**src/rtl/pwm3_pkg.sv**
```systemverilog
package pwm3_pkg;
  // strobes from the carrier control to the gate datapath
  typedef struct packed {
    logic load;   // zero point: capture new settings
  } pwmStrobe_t;
endpackage

```
**src/rtl/pwm3_ctrl.sv**
```systemverilog
module pwm3_ctrl
  import pwm3_pkg::*;
#(
  parameter int CNT_W = 8,
  parameter int DLY_W = 9
) (
  input  logic             clk,
  input  logic             rst_n,
  input  logic [CNT_W-1:0] periodIn,
  input  logic [DLY_W-1:0] delayIn,
  output logic [CNT_W-1:0] carrier,
  output pwmStrobe_t       strobe,
  output logic             adcTrig
);
  localparam logic [DLY_W-1:0] DLY_ONE = DLY_W'(1);
  localparam logic [CNT_W-1:0] CNT_ONE = CNT_W'(1);

  logic [CNT_W-1:0] cnt, perAct;
  logic [DLY_W-1:0] dlyCnt;
  logic             dirUp, armed, trigQ;
  logic             zeroPt;

  assign zeroPt      = (cnt == '0);
  assign carrier     = cnt;
  assign strobe.load = zeroPt;
  assign adcTrig     = trigQ;

  always_ff @(posedge clk or negedge rst_n) begin
    if (!rst_n) begin
      cnt    <= '0;
      perAct <= '0;
      dirUp  <= 1'b1;
      dlyCnt <= '0;
      armed  <= 1'b0;
      trigQ  <= 1'b0;
    end else begin
      trigQ <= 1'b0;
      if (zeroPt) begin
        perAct <= periodIn;
        cnt    <= (periodIn == '0) ? '0 : CNT_ONE;
        dirUp  <= 1'b1;
        if (delayIn == '0) begin
          trigQ <= 1'b1;
          armed <= 1'b0;
        end else begin
          armed  <= 1'b1;
          dlyCnt <= delayIn;
        end
      end else begin
        if (dirUp) begin
          if (cnt >= perAct) begin
            cnt   <= cnt - CNT_ONE;
            dirUp <= 1'b0;
          end else begin
            cnt <= cnt + CNT_ONE;
          end
        end else begin
          cnt <= cnt - CNT_ONE;
        end
        if (armed) begin
          if (dlyCnt == DLY_ONE) begin
            trigQ <= 1'b1;
            armed <= 1'b0;
          end else begin
            dlyCnt <= dlyCnt - DLY_ONE;
          end
        end
      end
    end
  end

  // carrier never leaves the range 0..P
  p_carrier_bound_r1: assert property (@(posedge clk) disable iff (!rst_n)
    cnt <= perAct);

  // period only changes at the zero point
  p_period_hold_r6: assert property (@(posedge clk) disable iff (!rst_n)
    !zeroPt |=> $stable(perAct));
endmodule

```
**src/rtl/pwm3_leg.sv**
```systemverilog
module pwm3_leg #(
  parameter int CNT_W = 8,
  parameter int DT_W  = 6
) (
  input  logic             clk,
  input  logic             rst_n,
  input  logic [CNT_W-1:0] carrier,
  input  logic [CNT_W-1:0] cmpVal,
  input  logic [DT_W-1:0]  deadVal,
  output logic             hiOn,
  output logic             loOn
);
  localparam logic [DT_W-1:0] DT_ONE = DT_W'(1);

  logic            cmdHi;
  logic [DT_W-1:0] hiWait, loWait;

  assign cmdHi = (carrier < cmpVal);

  always_ff @(posedge clk or negedge rst_n) begin
    if (!rst_n) begin
      hiOn   <= 1'b0;
      loOn   <= 1'b0;
      hiWait <= '0;
      loWait <= '0;
    end else begin
      if (!cmdHi) begin
        hiOn   <= 1'b0;
        hiWait <= '0;
      end else if (hiWait >= deadVal) begin
        hiOn <= 1'b1;
      end else begin
        hiWait <= hiWait + DT_ONE;
      end
      if (cmdHi) begin
        loOn   <= 1'b0;
        loWait <= '0;
      end else if (loWait >= deadVal) begin
        loOn <= 1'b1;
      end else begin
        loWait <= loWait + DT_ONE;
      end
    end
  end

  // the two switches of a leg are never on together
  p_leg_exclusive_r2: assert property (@(posedge clk) disable iff (!rst_n)
    !(hiOn && loOn));
endmodule

```
**src/rtl/pwm3_gates.sv**
```systemverilog
module pwm3_gates
  import pwm3_pkg::*;
#(
  parameter int CNT_W  = 8,
  parameter int DT_W   = 6,
  parameter int PHASES = 3
) (
  input  logic                          clk,
  input  logic                          rst_n,
  input  logic [CNT_W-1:0]              carrier,
  input  pwmStrobe_t                    strobe,
  input  logic [PHASES-1:0][CNT_W-1:0]  cmpIn,
  input  logic [DT_W-1:0]               deadIn,
  input  logic                          pMode,
  output logic [PHASES-1:0]             gateHi,
  output logic [PHASES-1:0]             gateLo
);
  logic [PHASES-1:0][CNT_W-1:0] cmpAct;
  logic [DT_W-1:0]              deadAct;
  logic [PHASES-1:0]            hiOn, loOn;

  always_ff @(posedge clk or negedge rst_n) begin
    if (!rst_n) begin
      cmpAct  <= '0;
      deadAct <= '0;
    end else if (strobe.load) begin
      cmpAct  <= cmpIn;
      deadAct <= deadIn;
    end
  end

  for (genvar ph = 0; ph < PHASES; ph++) begin : g_leg
    pwm3_leg #(.CNT_W(CNT_W), .DT_W(DT_W)) u_leg (
      .clk     (clk),
      .rst_n   (rst_n),
      .carrier (carrier),
      .cmpVal  (cmpAct[ph]),
      .deadVal (deadAct),
      .hiOn    (hiOn[ph]),
      .loOn    (loOn[ph])
    );
  end

  // polarity selection: P-channel high sides are driven active low
  always_comb begin
    gateHi = pMode ? ~hiOn : hiOn;
    gateLo = loOn;
  end

  // compare and dead-time settings move only on the load strobe
  p_cmp_hold_r6: assert property (@(posedge clk) disable iff (!rst_n)
    !strobe.load |=> $stable(cmpAct));
  p_dead_hold_r6: assert property (@(posedge clk) disable iff (!rst_n)
    !strobe.load |=> $stable(deadAct));
endmodule

```
**src/rtl/tri_phase_pwm.sv**
```systemverilog
module tri_phase_pwm
  import pwm3_pkg::*;
#(
  parameter int CNT_W = 8,
  parameter int DT_W  = 6,
  parameter int DLY_W = CNT_W + 1
) (
  input  logic             clk,
  input  logic             rst_n,
  input  logic [CNT_W-1:0] periodIn,
  input  logic [CNT_W-1:0] cmpA,
  input  logic [CNT_W-1:0] cmpB,
  input  logic [CNT_W-1:0] cmpC,
  input  logic [DT_W-1:0]  deadIn,
  input  logic [DLY_W-1:0] delayIn,
  input  logic             pMode,
  output logic [2:0]       gateHi,
  output logic [2:0]       gateLo,
  output logic             adcTrig
);
  localparam int PHASES = 3;

  logic [CNT_W-1:0]             carrier;
  pwmStrobe_t                   strobe;
  logic [PHASES-1:0][CNT_W-1:0] cmpBus;

  assign cmpBus = {cmpC, cmpB, cmpA};

  pwm3_ctrl #(.CNT_W(CNT_W), .DLY_W(DLY_W)) u_ctrl (
    .clk      (clk),
    .rst_n    (rst_n),
    .periodIn (periodIn),
    .delayIn  (delayIn),
    .carrier  (carrier),
    .strobe   (strobe),
    .adcTrig  (adcTrig)
  );

  pwm3_gates #(.CNT_W(CNT_W), .DT_W(DT_W), .PHASES(PHASES)) u_gates (
    .clk     (clk),
    .rst_n   (rst_n),
    .carrier (carrier),
    .strobe  (strobe),
    .cmpIn   (cmpBus),
    .deadIn  (deadIn),
    .pMode   (pMode),
    .gateHi  (gateHi),
    .gateLo  (gateLo)
  );
endmodule

```
**config.mk**
```make
export PLATFORM = sky130hd
export DESIGN_NAME = tri_phase_pwm
export DESIGN_NICKNAME = d
export VERILOG_FILES = /design/src/rtl/pwm3_pkg.sv /design/src/rtl/pwm3_ctrl.sv /design/src/rtl/pwm3_leg.sv /design/src/rtl/pwm3_gates.sv /design/src/rtl/tri_phase_pwm.sv
export SDC_FILE = /design/constraint.sdc
export NUM_CORES = 1
export LEC_CHECK = 0
export BUFFER_PORTS_ARGS = -buffer_cell sky130_fd_sc_hd__buf_4
export CELL_PAD_IN_SITES_DETAIL_PLACEMENT = 0
export CELL_PAD_IN_SITES_GLOBAL_PLACEMENT = 1
export CORE_MARGIN = 2
export CORE_UTILIZATION = 46
export DETAILED_ROUTE_END_ITERATION = 7
export GPL_TIMING_DRIVEN = 0
export PLACE_DENSITY_LB_ADDON = 0.3
export SYNTH_ARGS = -nofsm -noshare
export SYNTH_HDL_FRONTEND = slang
export SYNTH_SLANG_ARGS = --single-unit
```
**constraint.sdc**
```tcl
create_clock -name clk -period 2.82 [get_ports clk]
set_clock_uncertainty 0.15 [all_clocks]
set_input_delay 0.423 -clock clk [delete_from_list [all_inputs] [get_ports clk]]
set_output_delay 0.423 -clock clk [all_outputs]
set_load 0.1 [all_outputs]
```
==> results.sh <==
export IMPL_run_status="finished, final reports clean"
export IMPL_cells_traversed_along_the_worst_timing_path="inv_1 -> ha_1 -> nand2b_1 -> a2111oi_4 -> o311a_4 -> or2_2 -> mux2i_1 -> mux2_2"
export IMPL_floorplan_initialDensity_pct=47.4
export IMPL_post_synth_inst_count=649
export IMPL_synth_net_count=774
export IMPL_clk_pin_slew_worst_paths_ps=70
export IMPL_clock_sink_count=100
export IMPL_synthDistinctLibCells=64
export IMPL_synth_async_sr_flop_share_pct=100
export IMPL_critPathRequiredTime_ps=2920
export IMPL_drt_first_pass_iters=4
export IMPL_final_setup_viol_count=0
export IMPL_dpl_worst_slack_ps=-90.4
export IMPL_grt_remaining_overflow=0
export IMPL_report_final_hold_viol_count=0
export IMPL_floorplan_die_area_mm2=0.0141
export IMPL_cellPowerDensity_mw_per_mm2=1100
export IMPL_core_mm2=0.0127
export IMPL_timing_critical_path_arrival_ps=2820
export IMPL_grt_first_pass_wirelength_um=23700
export IMPL_fmax_ghz=0.368
export IMPL_clockRootBuffer="clkbuf_16"
export IMPL_worst_setup_path_end_kind="register"
export IMPL_worst_setup_path_endpoint="u_ctrl.carrier[2]$_DFF_PN0_"
export IMPL_timing_final_crit_share_pct=96.4
export IMPL_grt_antenna_before_repair=0
export IMPL_maxCapViolCount=0
export IMPL_p_leak_uw=0.00342
export IMPL_port_buffers=56
export IMPL_drt_iter0_drc=266
export IMPL_report_power_total_uw=7840
export IMPL_critical_path_startpoint="u_ctrl.carrier[0]$_DFF_PN0_"
export IMPL_antenna_left=0
export IMPL_gr_usage_all_layers_pct=21.1
export IMPL_yosysWarnings=0
export IMPL_timing_critical_path_slowest_stage_cell="dfrtp_2"
export IMPL_crit_path_max_incr_delay_ps=470
export IMPL_via_count=4848
export IMPL_syn_to_final_growth_pct=17.8
export IMPL_cts_buffer_depth=2
export IMPL_critical_path_reg2reg_endpoint="u_ctrl.carrier[2]$_DFF_PN0_"
export IMPL_cts_buffers_inserted=9
export IMPL_transition_time_of_the_tightest_slew_check_pin_ps=749
export IMPL_postSynthRegisterBits=100
export IMPL_clock_tree_htree_level_count=3
export IMPL_number_of_flops_mapped_to_enable_cells_by_yosys=0
export IMPL_drive_above_1_share_pct=15.0
export IMPL_die_height_um=119
export IMPL_worstReg2RegStart="u_ctrl.carrier[0]$_DFF_PN0_"
export IMPL_place_congestion=0.825
export IMPL_final_setup_tns_ps=0
export IMPL_min_delay_path_class="in -> reg"
export IMPL_maxSlewViolCount=0
export IMPL_chipWidth_um=119
export IMPL_grt_pass1_vias=4965
export IMPL_final_min_clock_period_ps=2720
export IMPL_worst_r2r_cell_count=8
export IMPL_drcViolationCount=0
export IMPL_tritoncts="built"
export IMPL_timing_critical_path_from_type="register"
export IMPL_vias_per_cell=5.40
export IMPL_hpwl_um=10000
export IMPL_synth_yosys_seq_area_share_pct=41.5
export IMPL_fin_nets=845
export IMPL_primary_ff_master_synth="dfrtp_1"
export IMPL_routed_wl_um=14100
export IMPL_fillers=1182
export IMPL_wire_per_inst_um=15.7
export IMPL_pin_count=57
export IMPL_clk_insertion_delay_late_ps=360
export IMPL_relSlewSlack_pct=50.1
export IMPL_layout_setup_ws_ps=102
export IMPL_ir_worst_vdd_v=0.000552
export IMPL_synthesis_area_mm2=0.00604
export IMPL_critPathMaxFanout=7
export IMPL_ff2ff_setup_slack_ps=100
export IMPL_critPathKind="reg -> reg"
export IMPL_pin_count_of_the_biggest_net_entering_global_routing=101
export IMPL_insertedDiodeCount=0
export IMPL_row_count=41
export IMPL_synth_avg_cell_area_um2=9.30
==> stage by stage <==
stage	util [%]	hold slack, ps	instances	cell area [µm²]
3_5_place_dp	52.4	322	877	6670
4_1_cts	55.0	96.0	893	7000
2_1_floorplan	-	-22.6	649	6040
5_1_grt	55.9	115	897	7110
3_3_place_gp	52.4	314	877	6670
6_report	55.9	108	897	7110
==> area by class of cell <==
type                    instances  area [µm²]  share of cell area, %
plain buffers                  16         110                   1.55
clock buffers                   9         225                   3.17
clock inverters                 7        91.3                   1.28
inverters                      60         225                   3.17
multi-input cells             473        3260                   45.9
flip-flops and latches        100        2510                   35.2
well taps                     172         215                   3.03
repair buffers                 60         477                   6.70
==> synth_stat cells (2+ instances only) <==
cell type,count,area [µm²]
o22ai_1,4,25.0
o211ai_1,4,30.0
nand3_1,14,70.1
dfrtp_1,99,2480
buf_2,8,40.0
nor2_1,72,270
o21ai_1,4,20.0
a31oi_1,3,18.8
a2111oi_0,2,17.5
a211oi_1,6,45.0
nor3_1,12,60.1
ha_1,75,938
nor4_1,8,50.1
o21ai_0,48,240
nand2_1,72,270
nor3_2,2,20.0
and4_1,2,17.5
nand2b_1,7,43.8
nand4_1,10,62.6
a221o_1,3,30.0
xor2_1,10,87.6
a21oi_1,21,105
or4_1,2,15.0
nor4b_1,2,17.5
mux2i_1,7,70.1
or3_1,4,25.0
clkbuf_1,3,11.3
o221ai_1,3,26.3
nor2b_1,4,25.0
mux2_2,2,22.5
and3_1,5,31.3
inv_1,59,221
xnor2_1,23,201
a211o_1,2,17.5
o21a_1,4,30.0
buf_4,4,30.0
a21o_1,10,75.1
nor3b_1,3,22.5
==> what timing repair did <==
item,4_1_cts,5_1_grt
setup endpoints to repair,3,45
gates cloned,0,0
resized for setup,2,17
endpoints found under the hold margin,0,3
hold buffers,0,1
buffers inserted,0,2
==> worst min path at each step <==
stage                                             start                             end  slack (ps)  cells past startpoint
after global placement    u_gates.cmpAct[8]$_DFFE_PN0P_   u_gates.cmpAct[8]$_DFFE_PN0P_         310                      2
after floorplan                                   rst_n        u_ctrl.adcTrig$_DFF_PN0_         -20                      0
after detailed placement  u_gates.cmpAct[0]$_DFFE_PN0P_   u_gates.cmpAct[0]$_DFFE_PN0P_         320                      2
final                                           cmpB[0]   u_gates.cmpAct[8]$_DFFE_PN0P_         110                      3
after global routing                          deadIn[0]  u_gates.deadAct[0]$_DFFE_PN0P_         110                      3
after CTS                                       cmpB[0]   u_gates.cmpAct[8]$_DFFE_PN0P_         100                      3
==> worst max-delay path: cells and delay by family, from the launching register on <==
kind | cells | cell delay, ps
AO/OA/AOI/OAI | 2 | 700
adder cells (fa/ha/maj) | 1 | 240
buffers and inverters | 1 | 160
flip-flops | 1 | 470
multiplexers | 2 | 560
AND/OR/NAND/NOR | 2 | 340
==> where the power goes <==
part / internal (µW) / switching (µW)
combinational: 1610 / 2400
clock: 774 / 560
sequential: 2000 / 502
==> layer usage <==
metal  share of wire [%]  global-route usage, %  up-vias
li1                    -                      -     2395
met1                  45                   26.4     2334
met2                  50                   35.7       93
met3                 3.9                   5.65       26
met4                 1.8                   6.55        0
met5                   0                      0        -
==> placed cells by master, fill, tap and decap left out, types with 3 or more instances in the layout <==
cell type,synthesis,layout
clkbuf_16,0,9
inv_1,59,59
nor3_1,12,12
a21oi_1,21,21
or3_1,4,4
o221ai_1,3,3
clkinv_2,0,3
o211ai_1,4,4
nor2_1,72,71
o21a_1,4,4
a21o_1,10,10
a211oi_1,6,6
and3_1,5,5
o21ai_0,48,48
dfrtp_1,99,97
nand4_1,10,10
nand2b_1,7,7
clkbuf_4,0,4
mux2i_1,7,7
buf_6,1,3
buf_2,8,3
xnor2_1,23,23
nor2b_1,4,3
nand2_1,72,72
o21ai_1,4,4
nor3b_1,3,3
a31oi_1,3,3
a221o_1,3,3
ha_1,75,75
o22ai_1,4,4
buf_4,4,61
nand3_1,14,14
xor2_1,10,10
nor4_1,8,8
==> sequential cells by signal, summed over array words and instances, names as in the netlist <==
name and cells:
u_ctrl.adcTrig 1, u_ctrl.armed 1, u_ctrl.carrier 8, u_ctrl.dirUp 1, u_ctrl.dlyCnt 9, u_ctrl.perAct 8
u_gates.cmpAct 24, u_gates.deadAct 6, u_gates.g_leg.u_leg.hiOn 3, u_gates.g_leg.u_leg.hiWait 18, u_gates.g_leg.u_leg.loOn 3, u_gates.g_leg.u_leg.loWait 18
==> cells by family (layout without fill, tap and decap cells) <==
kind of cell	after synthesis	count (layout)	synth area share, %
and+or+nand+nor	227	227	17.8
AOI/OAI and AO/OA	129	129	13.6
DFF	100	100	41.5
buffers and inverters	76	152	5.27
adders and majority gates	75	75	15.5
xor gates and xnor gates	33	33	4.79
muxes	9	9	1.53
No activity file was read; power rests on OpenSTA's default activity.
